==> config.mk <==
export PLATFORM = sky130hd
export DESIGN_NAME = fpx_resolver
export DESIGN_NICKNAME = d
export VERILOG_FILES = /design/src/rtl/fpx_pkg.sv /design/src/rtl/fpx_classify.sv /design/src/rtl/fpx_decide.sv /design/src/rtl/fpx_trap_pick.sv /design/src/rtl/fpx_resolver.sv
export SDC_FILE = /design/constraint.sdc
export NUM_CORES = 1
export LEC_CHECK = 0
export BUFFER_PORTS_ARGS = -buffer_cell sky130_fd_sc_hd__buf_4
export CAP_MARGIN = 10
export CORE_MARGIN = 3
export CORE_UTILIZATION = 38
export CTS_CLUSTER_SIZE = 24
export DETAILED_ROUTE_END_ITERATION = 7
export GPL_TIMING_DRIVEN = 0
export PLACE_DENSITY = 0.84
export SKIP_CTS_REPAIR_TIMING = 1
export SLEW_MARGIN = 10
export SYNTH_ARGS = -nofsm -noshare
export SYNTH_HDL_FRONTEND = slang
export SYNTH_SLANG_ARGS = --single-unit
export TNS_END_PERCENT = 5
==> constraint.sdc <==
create_clock -name clk -period 2.7 [get_ports clk]
set_input_delay 0.405 -clock clk [delete_from_list [all_inputs] [get_ports clk]]
set_output_delay 0.405 -clock clk [all_outputs]
set_load 0.01 [all_outputs]
==> src/rtl/fpx_pkg.sv <==
`timescale 1ns/1ps
package fpx_pkg;
    localparam int EXP_W = 8;
    localparam int MAN_W = 23;
    localparam int FP_W  = 1 + EXP_W + MAN_W;

    typedef struct packed {
        logic sign;
        logic is_zero;
        logic is_inf;
        logic is_nan;
        logic is_snan;
    } fp_class_t;

    typedef struct packed {
        logic inv;
        logic dz;
        logic ovf;
        logic inx;
    } exc_t;

    typedef enum logic [1:0] {
        CAUSE_INV = 2'd0,
        CAUSE_DZ  = 2'd1,
        CAUSE_OVF = 2'd2,
        CAUSE_INX = 2'd3
    } cause_e;

    localparam logic [FP_W-1:0] QNAN_VAL = {1'b0, {EXP_W{1'b1}}, 1'b1, {(MAN_W-1){1'b0}}};

    function automatic logic [FP_W-1:0] signed_inf(input logic s);
        return {s, {EXP_W{1'b1}}, {MAN_W{1'b0}}};
    endfunction
endpackage

==> src/rtl/fpx_classify.sv <==
`timescale 1ns/1ps
module fpx_classify
    import fpx_pkg::*;
(
    input  logic [FP_W-1:0] val,
    output fp_class_t       cls
);
    logic exp_ones, exp_zero, man_zero;

    always_comb begin
        exp_ones    = &val[FP_W-2 -: EXP_W];
        exp_zero    = ~|val[FP_W-2 -: EXP_W];
        man_zero    = ~|val[MAN_W-1:0];
        cls.sign    = val[FP_W-1];
        cls.is_zero = exp_zero & man_zero;
        cls.is_inf  = exp_ones & man_zero;
        cls.is_nan  = exp_ones & ~man_zero;
        cls.is_snan = exp_ones & ~man_zero & ~val[MAN_W-1];
    end
endmodule

==> src/rtl/fpx_decide.sv <==
`timescale 1ns/1ps
module fpx_decide
    import fpx_pkg::*;
(
    input  fp_class_t       a_cls,
    input  fp_class_t       b_cls,
    input  logic            op_is_div,
    input  logic [FP_W-1:0] dp_result,
    input  logic            dp_overflow,
    input  logic            dp_rounded,
    input  exc_t            en,
    output exc_t            raised,
    output logic [FP_W-1:0] res_val
);
    logic xor_sign;
    logic unused_cls_bits;

    assign unused_cls_bits = b_cls.is_inf;

    always_comb begin
        xor_sign = a_cls.sign ^ b_cls.sign;
        raised   = '0;
        res_val  = dp_result;
        if (a_cls.is_snan || b_cls.is_snan) begin
            raised.inv = 1'b1;
            res_val    = QNAN_VAL;
        end else if (a_cls.is_nan || b_cls.is_nan) begin
            res_val    = QNAN_VAL;
        end else if (op_is_div && b_cls.is_zero) begin
            if (a_cls.is_zero) begin
                raised.inv = 1'b1;
                res_val    = QNAN_VAL;
            end else if (a_cls.is_inf) begin
                res_val    = signed_inf(xor_sign);
            end else begin
                raised.dz  = 1'b1;
                res_val    = signed_inf(xor_sign);
            end
        end else begin
            raised.ovf = dp_overflow;
            raised.inx = dp_rounded | (dp_overflow & ~en.ovf);
            if (dp_overflow && !en.ovf) begin
                res_val = signed_inf(dp_result[FP_W-1]);
            end
        end
    end
endmodule

==> src/rtl/fpx_trap_pick.sv <==
`timescale 1ns/1ps
module fpx_trap_pick
    import fpx_pkg::*;
(
    input  exc_t   raised,
    input  exc_t   en,
    output logic   trap,
    output cause_e cause
);
    exc_t hit;

    always_comb begin
        hit   = raised & en;
        trap  = |hit;
        cause = CAUSE_INX;
        if (hit.ovf) cause = CAUSE_OVF;
        if (hit.dz)  cause = CAUSE_DZ;
        if (hit.inv) cause = CAUSE_INV;
    end
endmodule

==> src/rtl/fpx_resolver.sv <==
`timescale 1ns/1ps
module fpx_resolver
    import fpx_pkg::*;
#(
    parameter int CTRL_W = 32,
    parameter int IV_BIT = 20,
    parameter int DZ_BIT = 19,
    parameter int OV_BIT = 18,
    parameter int NX_BIT = 17
) (
    input  logic              clk,
    input  logic              rst_n,
    input  logic              op_valid,
    input  logic              op_is_div,
    input  logic [FP_W-1:0]   opa,
    input  logic [FP_W-1:0]   opb,
    input  logic [FP_W-1:0]   dp_result,
    input  logic              dp_overflow,
    input  logic              dp_rounded,
    input  logic [CTRL_W-1:0] fpsr,
    output logic              wr_en,
    output logic [FP_W-1:0]   wr_data,
    output logic              trap_req,
    output logic [1:0]        trap_cause,
    output logic [3:0]        exc_flags
);
    localparam int N_OPS = 2;

    typedef struct packed {
        logic            wr_en;
        logic [FP_W-1:0] wr_data;
        logic            trap;
        cause_e          cause;
        exc_t            flags;
    } state_t;

    state_t          st_d, st_q;
    exc_t            en;
    exc_t            raised;
    logic [FP_W-1:0] res_val;
    logic            pick_trap;
    cause_e          pick_cause;
    logic [FP_W-1:0] ops [N_OPS];
    fp_class_t       cls [N_OPS];
    logic            unused_ctrl_bits;

    assign unused_ctrl_bits = ^fpsr;
    assign ops[0] = opa;
    assign ops[1] = opb;

    always_comb begin
        en.inv = fpsr[IV_BIT];
        en.dz  = fpsr[DZ_BIT];
        en.ovf = fpsr[OV_BIT];
        en.inx = fpsr[NX_BIT];
    end

    for (genvar g = 0; g < N_OPS; g++) begin : g_cls
        fpx_classify u_cls (
            .val (ops[g]),
            .cls (cls[g])
        );
    end

    fpx_decide u_decide (
        .a_cls       (cls[0]),
        .b_cls       (cls[1]),
        .op_is_div   (op_is_div),
        .dp_result   (dp_result),
        .dp_overflow (dp_overflow),
        .dp_rounded  (dp_rounded),
        .en          (en),
        .raised      (raised),
        .res_val     (res_val)
    );

    fpx_trap_pick u_pick (
        .raised (raised),
        .en     (en),
        .trap   (pick_trap),
        .cause  (pick_cause)
    );

    always_comb begin
        st_d       = st_q;
        st_d.wr_en = 1'b0;
        st_d.trap  = 1'b0;
        if (op_valid) begin
            st_d.flags = st_q.flags | raised;
            st_d.trap  = pick_trap;
            st_d.wr_en = ~pick_trap;
            if (pick_trap) begin
                st_d.cause = pick_cause;
            end else begin
                st_d.wr_data = res_val;
            end
        end
    end

    always_ff @(posedge clk) begin
        if (!rst_n) begin
            st_q <= '{wr_en: 1'b0, wr_data: '0, trap: 1'b0, cause: CAUSE_INV, flags: '0};
        end else begin
            st_q <= st_d;
        end
    end

    assign wr_en      = st_q.wr_en;
    assign wr_data    = st_q.wr_data;
    assign trap_req   = st_q.trap;
    assign trap_cause = st_q.cause;
    assign exc_flags  = st_q.flags;
endmodule

Word-level counts from Yosys, hierarchy flattened
Cells that the tools add are included.
{"block": "totals", "input_bits": 134, "memories": 0, "mem_bits_ro": 0, "out_inout_bits": 40, "ff_bits": 40, "latch_bits": 0, "mem_bits_rw": 0, "word_cells": 59}
{"block": "classes", "shifts": 0, "n_mux": 16, "n_mul": 0, "order_cmp": 0, "n_eq_ne": 0, "bitwise_logic": 16, "add_sub_neg": 0, "div_mod_pow": 0, "n_reduce_logical": 19}
{"cell": "$mux 32", "count": 4}
{"cell": "$reduce_or 23->1", "count": 2}
{"cell": "$mux 31", "count": 1}
{"cell": "$reduce_and 8->1", "count": 2}
{"cell": "$reduce_or 8->1", "count": 2}
{"cell": "$and 1x1->1", "count": 8}
{"cell": "$mux 2", "count": 4}
{"cell": "$reduce_and 2->1", "count": 3}
{"cell": "$logic_not 1->1", "count": 5}
{"cell": "$mux 1", "count": 5}
{"cell": "$and 4x4->4", "count": 1}
{"cell": "$mux 4", "count": 1}
{"cell": "$not 1->1", "count": 4}
{"cell": "$or 4x4->4", "count": 1}
{"cell": "$reduce_or 4->1", "count": 1}
{"cell": "$mux 3", "count": 1}
{"cell": "$logic_and 1x1->1", "count": 2}
{"cell": "$logic_or 1x1->1", "count": 2}
{"cell": "$or 1x1->1", "count": 1}
{"cell": "$xor 1x1->1", "count": 1}

Logic depth before layout (Yosys ltp)
Gate-level depths: netlist of the first run.
{"block": "depth", "ltp_word": 12, "mapped_depth": 8, "ltp_nobuf": 6}

Hierarchy
From an unflattened synthesis of the first run, not the netlist that was laid out.
{"block": "hier_totals", "cells_unflattened": 264, "area_unflattened_um2": 2234.6}
{"mod": "fpx_resolver", "area_each_um2": 1586.5, "seq_area_each_um2": 800.8, "instances": 1, "cells_per_inst": 167}
{"mod": "fpx_decide", "area_each_um2": 321.6, "seq_area_each_um2": 0.0, "instances": 1, "cells_per_inst": 50}
{"mod": "fpx_classify", "area_each_um2": 145.1, "seq_area_each_um2": 0.0, "instances": 2, "cells_per_inst": 21}
{"mod": "fpx_trap_pick", "area_each_um2": 36.3, "seq_area_each_um2": 0.0, "instances": 1, "cells_per_inst": 5}

Worst setup path before layout of the first run
OpenSTA, ideal clock, no wires.
{"block": "synth_path", "path_kind": "in2reg", "from": "in opb[4]", "to": "reg st_q (netlist bit wr_data[31])", "slack_ns": 0.474, "setup_time_ns": 0.123, "path_buffers": 2, "path_stages": 8, "required_time_ns": 2.577, "arrival_ns": 2.102, "cell_sequence": "or4_4 -> nor2_4 -> a21bo_4 -> o221ai_2 -> a211o_1 -> buf_6 -> buf_6 -> mux2i_1"}
{"block": "synth_between", "elab_chain_cells": 11, "elab_cells_between_ends": 20, "classes_between": "mux: 8; bitwise: 5; reduce/logical: 7"}
{"item": "start, declared", "line": "fpx_resolver.sv:16", "source": "input logic [FP_W-1:0] opb,"}
{"item": "$reduce_or 23->1 *", "line": "fpx_classify.sv:13", "source": "man_zero = ~|val[MAN_W-1:0];"}
{"item": "$logic_not 1->1", "line": "fpx_classify.sv:13"}
{"item": "$and 1x1->1", "line": "fpx_classify.sv:15", "source": "cls.is_zero = exp_zero & man_zero;"}
{"item": "$logic_and 1x1->1", "line": "fpx_decide.sv:29", "source": "end else if (op_is_div && b_cls.is_zero) begin"}
{"item": "$mux 2", "line": "fpx_decide.sv:29"}
{"item": "$mux 4", "line": "fpx_decide.sv:27", "source": "end else if (a_cls.is_nan || b_cls.is_nan) begin"}
{"item": "$mux 3 / $mux 1 (equally long branches)", "line": "fpx_decide.sv:24", "source": "if (a_cls.is_snan || b_cls.is_snan) begin"}
{"item": "$and 4x4->4", "line": "fpx_trap_pick.sv:13", "source": "hit = raised & en;"}
{"item": "$reduce_or 4->1", "line": "fpx_trap_pick.sv:14", "source": "trap = |hit;"}
{"item": "$not 1->1 (no line)"}
{"item": "$reduce_and 2->1 (no line)"}
{"item": "end signal, assigned", "line": "fpx_resolver.sv:102", "source": "st_q <= '{wr_en: 1'b0, wr_data: '0, trap: 1'b0, cause: CAUSE_INV, flags: '0};"}
{"item": "end signal, assigned", "line": "fpx_resolver.sv:104", "source": "st_q <= st_d;"}
{"item": "end, declared", "line": "fpx_resolver.sv:37", "source": "state_t st_d, st_q;"}
Mark *: on every way between the ends. The rest lies on a longest branch, timed or not.
A chain may end at the register's enable or synchronous reset.

Worst setup path in the final report of the first run
{"block": "layout_path", "from": "in opb[4]", "to": "reg st_q (netlist bit wr_data[19])"}
Same word-level chain as after synthesis.

==> results of run 1 <==
-- flip-flops by register name (all words and copies together) (netlist names) --
| name | flops |
|---|---|
| wr_data | 32 |
| exc_flags | 4 |
| trap_req | 1 |
| trap_cause | 2 |
| wr_en | 1 |
-- layer usage --
metal / vias up / GRT usage, %
met4: 0 / 3.09
met5: - / 0
li1: 1171 / -
met3: 7 / 5.30
met2: 88 / 40.0
met1: 1105 / 23.9
-- logic make-up (layout without fill, tap and decap cells) --
kind of cell | after synthesis | in the layout
simple gates | 112 | 112
flops | 40 | 40
compound gates | 33 | 33
mux | 32 | 32
buf+inv | 18 | 169
xor+xnor | 1 | 1
-- critical path, delay by kind of cell --
kind	cells	cell delay (ns)
AND/OR/NAND/NOR	4	1.34
buffers and inverters	2	0.51
multiplexers	1	0.17
AO/OA/AOI/OAI	1	0.14
-- synthesized netlist by cell type --
cell,instances,area share [%]
a211oi_1,2,0.73
o221a_1,1,0.55
nor3_1,10,2.4
buf_6,4,2.2
o211ai_1,1,0.36
a22o_1,1,0.43
and4b_1,2,0.97
nor4_1,13,3.9
nor2_4,1,0.55
nand4_1,7,2.1
and2_1,1,0.30
nand3_1,24,5.8
a2111oi_0,1,0.43
nand2_1,34,6.2
and4_4,1,0.55
and3_1,1,0.30
o21a_1,2,0.73
or4_4,2,1.1
nand2b_1,1,0.30
o31a_1,1,0.43
nor2_1,10,1.8
clkbuf_1,10,1.8
nor2b_1,1,0.30
a21boi_1,1,0.36
and4_1,1,0.43
dfxtp_1,40,39
a21oi_1,3,0.73
a311o_1,1,0.49
mux2i_1,32,16
a211o_1,1,0.43
o21ai_0,12,2.9
nor4_2,1,0.61
xnor2_1,1,0.43
or2_1,1,0.30
inv_1,4,0.73
o31ai_1,1,0.36
a31oi_1,2,0.61
a21bo_4,1,0.79
o2111ai_1,1,0.43
nand3_4,1,0.85
o221ai_2,1,0.73
-- layout make-up --
cell class / count / area, µm²
multi-input cells: 178 / 1160
fillers: 481 / 1830
clock buffers: 6 / 82.6
flip-flops and latches: 40 / 801
plain buffers: 14 / 82.6
repair buffers: 143 / 1070
well taps: 70 / 87.6
inverters: 4 / 15.0
clock inverters: 2 / 38.8
-- power groups by stage --
stage | clock network (W) | logic [W] | registers (W)
global route | 0.000545 | 0.000357 | 0.000644
CTS | 0.000518 | 0.000330 | 0.000641
finish | 0.000511 | 0.000327 | 0.000641
global placement | 0 | 0.000321 | 0.000653
floorplan | 0 | 0.000113 | 0.000668
detailed placement | 0 | 0.000329 | 0.000654
-- placed cells by master, fill, tap and decap left out, types with 2 or more instances in the layout --
master	count
mux2i_1	32
nand4_1	7
nand2_1	34
nor4_1	13
nor2_1	10
a211oi_1	2
clkbuf_8	6
inv_1	4
o21a_1	2
or4_4	2
o21ai_0	12
clkbuf_1	10
a31oi_1	2
buf_6	4
dfxtp_1	40
nand3_1	24
buf_4	143
nor3_1	10
a21oi_1	3
and4b_1	2
-- through the flow --
step	total power [W]	cells	utilization, %
3_3_place_gp	0.000973	449	62.3
2_1_floorplan	0.000781	236	-
6_report	0.00148	457	64.6
5_1_grt	0.00155	457	64.6
3_5_place_dp	0.000983	449	62.3
4_1_cts	0.00149	457	64.6
-- worst paths after layout --
| check | start | endpoint | slack (ns) |
|---|---|---|---|
| hold reg to reg | exc_flags[0] | exc_flags[0] | 0.45 |
| setup reg to reg | trap_cause[0] | trap_cause[0] | 1.75 |
| hold / removal | dp_result[4] | wr_data[4] | 0.37 |
| setup / recovery | opb[4] | wr_data[19] | 0.36 |
==> impl_metrics.csv, run 1 <==
group,metric,value,unit
sta,report.final.setup_viol,0,
drt,dr.first_iter.drc_count,53,
floorplan,rows,26,
sta,fin_hold_ws,0.372,ns
synth,post_synth_fa_ha_maj_area_fraction,0,%
sta,worstMarginPinSlew,0.483,ns
synth,postSynthRegisterBits,40,
clocking,cts_root_buffer,"clkbuf_8",
critical_path,r2r_cells,3,
synth,mappedNetlistArea,2060,µm²
drt,final_antenna_net_count,0,
power_and_ir_drop,comb_power_share,22.1,%
global_routing,initial_antenna_violation_count,0,
power_and_ir_drop,power.clock.fraction,34.5,%
final_layout,share_of_layout_cells_above_drive_strength_1,42.1,%
placed_design,post-dp-hpwl,5.46,mm
drt,wl_met1,2.65,mm
critical_path,crit_required,2.92,ns
global_routing,grt_use_total,21.1,%
global_routing,gr-total-overflow,0,
final_layout,final_cell_area,3340,µm²
critical_path,worst_stage_delay_on_the_critical_path,0.54,ns
drt,met3_wirelength_from_detailed_routing,452,µm
power_and_ir_drop,p_leak,1.61,nW
sta,timing.clock.skew,0,ns
global_routing,first_global_vias,2358,
synth,synth-simple-area-share,28.9,%
floorplan,fp.dieArea,6340,µm²
final_layout,area_growth,62.3,%
clocking,cts.sink_count,40,
drt,dr.pass1.iters,4,
clocking,clkSlewWorstSetupHoldPaths,0.08,ns
synth,syn_nets,370,
clocking,longest_clk_path_bufs,2,
floorplan,io-pin-count,174,
clocking,htree_levels,2,
synth,yosysWarnings,0,
clocking,cts-buffers-inserted,5,
synth,unique_cell_type_count_in_the_yosys_netlist,41,
power_and_ir_drop,max-vdd-ir-drop,0.419,mV
floorplan,core-area,5170,µm²
clocking,clk_latency,0.28,ns
min_path,hold-path-cell-count,3,
sta,final.min_clock_period,2.34,ns
status,run_status,"complete, no violations",
critical_path,worstPathArrival,2.56,ns
power_and_ir_drop,cell_internal_pwr,0.00112,W
sta,slew_viol_final,0,
floorplan,floorplan.initialDensity,39.8,%
critical_path,path_class,"input port to flip-flop",
drt,maxUsedRoutingLayer,"met4",
min_path,timing.hold.worst.class,"input port to flip-flop",
critical_path,setup.worst_path.end_class,"flip-flop",
critical_path,timing.critical_path.from_type,"input port",
drt,drt-wirelength-per-cell,14.7,µm
placed_design,preCtsSetupSlack,0.0344,ns
drt,routed_wirelength,6.72,mm
critical_path,crit_fanout,10,
sta,fmaxAchievable,427,MHz
synth,ys_seq_area_share,38.9,%
global_routing,grt_pass1_wl,10.7,mm
synth,dominant_combinational_cell_family_by_area_after_synthesis,"simple AND/OR/NAND/NOR gates",
critical_path,slowest_stage,"or4_4",
drt,route.met2.wl,3.57,mm
floorplan,chipWidth,79.6,µm
floorplan,die_y,79.6,µm
synth,yosys.area_share.xor_xnor,0.425,%
sta,final_min_period_over_clock_period,86.7,%
synth,fraction_of_the_mapped_netlist_area_in_compound_gates,11.5,%
final_layout,antenna_cells_inserted,0,
placed_design,place_congestion,0.775,
sta,timing.final.ws_setup,0.358,ns
drt,route.detailed.drc,0,
power_and_ir_drop,sequential_power_share,43.3,%
sta,max-slew-margin-rel,67.4,%
placed_design,placed_cell_area,3220,µm²
sta,grt_setup_unrepaired,"no",
power_and_ir_drop,power_switching_share,24.4,%
critical_path,cp_cell_sequence,"buf_4 -> or4_4 -> nor2_4 -> a21boi_1 -> nor4_2 -> clkbuf_1 -> nand3_1 -> mux2i_1",
power_and_ir_drop,p_sw,0.000361,W
synth,post_synthesis_cell_count,236,
drt,routed-via-count,2371,
clocking,cts_tree,"yes",
final_layout,layout.nets,520,
synth,postSynthAreaPerCell,8.73,µm²
flow_run,max-cap-violations,0,
sta,timing.setup.tns,0,ns
sta,hold_viol_final,0,
global_routing,pin_count_of_the_biggest_net_entering_global_routing,14,
drt,routed_via_density,5.19,
placed_design,numPortBuffers,143,
synth,synth.area.mux_share,15.6,%
power_and_ir_drop,power_density_relative_to_cell_area,442,nW/µm²
Power figures use the tool's default switching activity.
==> inputs of run 2 (changes only) <==
ABC_AREA = 1   (was default)
CORE_ASPECT_RATIO = 1.1   (was default)
CORE_UTILIZATION = 39   (was 38)
GPL_ROUTABILITY_DRIVEN = 0   (was default)
==> run 2 against run 1 <==
  * Sequential power is 3% higher
  * Worst hold slack better by 0.055 ns
  * Sequential cell count is the same
  * Clock skew unchanged
  * Global-route usage is 1.2 points higher
  * Clock power decreased by 23%
  * Via count grew 15%
  * Critical path depth grew 6
  * Synthesized area grew 5.7%
  * Setup slack better by 0.41 ns
  * Power shrank 0.99%
  * Sequential share of layout area fell by 0.63 points
==> impl_metrics.csv, run 2 <==
group,metric,value,unit
status,run_status,"complete, no violations",
sta,report.final.setup_viol,0,
power_and_ir_drop,power_density_relative_to_cell_area,427,nW/µm²
critical_path,setup.worst_path.end_class,"flip-flop",
synth,synth_most_common_cell,"nor2_1",
clocking,htree_levels,2,
sta,fmaxAchievable,517,MHz
sta,timing.final.ws_setup,0.767,ns
floorplan,floorplan.initialDensity,41.8,%
global_routing,initial_antenna_violation_count,0,
drt,routed_wirelength,7.26,mm
synth,netlist.area_leader.share,36.8,%
drt,route.detailed.drc,0,
synth,synth.area.mux_share,0,%
placed_design,numPortBuffers,144,
sta,slew_viol_final,0,
critical_path,setup.worst_path.start,"opb[21]",
drt,drt-wirelength-per-cell,12.6,µm
synth,yosys.area_share.xor_xnor,0.403,%
sta,timing.clock.skew,0,ns
global_routing,first_global_vias,2618,
critical_path,worstPathArrival,2.13,ns
clocking,cts_tree,"yes",
power_and_ir_drop,max-vdd-ir-drop,0.332,mV
sta,final_min_period_over_clock_period,71.6,%
critical_path,crit_required,2.89,ns
synth,dominant_combinational_cell_family_by_area_after_synthesis,"simple AND/OR/NAND/NOR gates",
sta,final.min_clock_period,1.93,ns
synth,synth-simple-area-share,47.6,%
final_layout,area_growth,57.7,%
final_layout,final_cell_area,3430,µm²
global_routing,gr-total-overflow,0,
sta,hold_viol_final,0,
critical_path,cp-endpoint,"wr_data[29]",
final_layout,layout.cells.most_common,"buf_4",
synth,syn_nets,486,
clocking,cts_root_buffer,"clkbuf_8",
synth,mappedNetlistArea,2180,µm²
floorplan,chipWidth,77.2,µm
synth,postSynthAreaPerCell,6.18,µm²
placed_design,placed_cell_area,3350,µm²
clocking,longest_clk_path_bufs,2,
synth,post_synthesis_cell_count,352,
drt,routed-via-count,2733,
clocking,clk_latency,0.28,ns
power_and_ir_drop,p_leak,1.76,nW
final_layout,seq_area,801,µm²
sta,worstMarginPinSlew,0.525,ns
final_layout,multiInputGateArea,1220,µm²
floorplan,die_y,84.3,µm
critical_path,crit_fanout,10,
placed_design,post-dp-hpwl,5.88,mm
critical_path,reg2reg_setup_slack,2.06,ns
placed_design,preCtsSetupSlack,0.456,ns
synth,postSynthRegisterBits,40,
floorplan,rows,27,
final_layout,most_used_cells_in_the_layout_excluding_fill_and_tap_cells,"buf_4 (145), nor2_1 (109), nand2_1 (82)",
global_routing,pin_count_of_the_biggest_net_entering_global_routing,13,
sta,timing.setup.tns,0,ns
synth,async_reset_ff_share,0,%
clocking,cts-buffers-inserted,5,
synth,fraction_of_the_mapped_netlist_area_in_compound_gates,8.05,%
synth,synth_ff_type,"dfxtp_1",
drt,dr.pass1.iters,4,
critical_path,r2r_cells,4,
critical_path,path_class,"input port to flip-flop",
global_routing,grt_use_total,22.3,%
final_layout,largest_reg_flops,32,
floorplan,io-pin-count,174,
critical_path,timing.critical_path.from_type,"input port",
synth,synth_area_leaders,"dfxtp_1 (37%), nor2_1 (19%), nand2_1 (14%)",
min_path,timing.hold.worst.class,"input port to flip-flop",
global_routing,grt_pass1_wl,11.8,mm
synth,yosysWarnings,0,
critical_path,reg2reg_to,"wr_data[1]",
synth,list_of_most_frequent_post_synthesis_cells,"nor2_1 (109), nand2_1 (82), dfxtp_1 (40)",
synth,unique_cell_type_count_in_the_yosys_netlist,24,
drt,final_antenna_net_count,0,
synth,netlist.top_cell.by_area,"dfxtp_1",
clocking,clkSlewWorstSetupHoldPaths,0.08,ns
flow_run,max-cap-violations,0,
synth,ys_seq_area_share,36.8,%
drt,dr.first_iter.drc_count,145,
floorplan,core-area,5200,µm²
drt,routed_via_density,4.74,
final_layout,layout.nets,637,
synth,synth_edf_count,0,
critical_path,crit-reg2reg-launch,"wr_data[1]",
final_layout,antenna_cells_inserted,0,
sta,grt_setup_unrepaired,"no",
clocking,cts.sink_count,40,
final_layout,final.fill_count,517,
synth,post_synth_fa_ha_maj_area_fraction,0,%
sta,max-slew-margin-rel,64.9,%
floorplan,fp.dieArea,6510,µm²
final_layout,share_of_layout_cells_above_drive_strength_1,34.1,%
==> run 2: changes by cell type after synthesis, sizes merged, moves of 5 or more <==
cell	change
mux2i	-32
inv	+14
nand2	+53
o21ai	-12
nor2	+102
nand3	+10
nor3	-8
buf	+8
clkbuf	-5
a21oi	+24
nor4	-14
==> run 2: layout make-up <==
cell class,instances,area share [%]
inverter,18,1.97
timing repair buffer,144,31.5
multi-input combinational,277,35.5
clock buffer,7,2.22
clock inverter,1,0.255
sequential,40,23.3
tap,72,2.62
buffer,17,2.59
==> run 2: metrics by stage <==
stage	hold WS, ns	power (W)	cells	utilization, %
after floorplan	0.503	0.000858	352	-
after global placement	0.452	0.00107	568	64.3
after detailed placement	0.463	0.00109	568	64.3
after CTS	0.426	0.00147	576	66.0
after global routing	0.443	0.00155	576	66.0
final	0.426	0.00146	576	66.0
==> run 2: where the power goes <==
part	internal (W)	switching, W	total, W
clock network	0.000185	0.000208	0.000393
registers	0.000634	0.0000252	0.000659
logic	0.000221	0.000190	0.000412
==> run 2: layer usage <==
metal / track usage, % / wire (µm) / part of all wire (%) / up-vias
met5: 0 / 0 / 0 / -
met4: 5.02 / 57 / 0.79 / 0
met3: 6.12 / 518 / 7.1 / 5
met2: 41.6 / 3720 / 51 / 86
met1: 24.9 / 2970 / 41 / 1226
li1: - / - / - / 1416
==> run 2: worst max-delay path, cell delays in order <==
cell and delay (ns):
buf_4 0.10, nor2_1 0.10, nand2_1 0.06, nor2_1 0.17, nand3_2 0.14, nor2_4 0.17, nor2_1 0.08, nand3_1 0.12
nand2_2 0.10, nor2_8 0.18, buf_2 0.24, nand3_1 0.12, nand2_1 0.10, nor2_1 0.04
==> run 2: how the worst min path moves through the flow <==
stage,cells past startpoint,slack [ns],from,endpoint
after detailed placement,1,0.46,trap_cause[1],trap_cause[1]
after global routing,5,0.44,dp_result[2],wr_data[2]
final,3,0.43,rst_n,wr_data[21]
after floorplan,2,0.50,exc_flags[3],exc_flags[3]
after global placement,2,0.45,exc_flags[2],exc_flags[2]
after CTS,5,0.43,dp_result[24],wr_data[24]
==> run 2: cell families (layout without fill, tap and decap cells) <==
family                 count (synthesis)  count (layout)
buffers and inverters                 35             187
flip-flops                            40              40
AO/OA/AOI/OAI                         33              33
XOR/XNOR                               1               1
AND/OR/NAND/NOR                      243             243
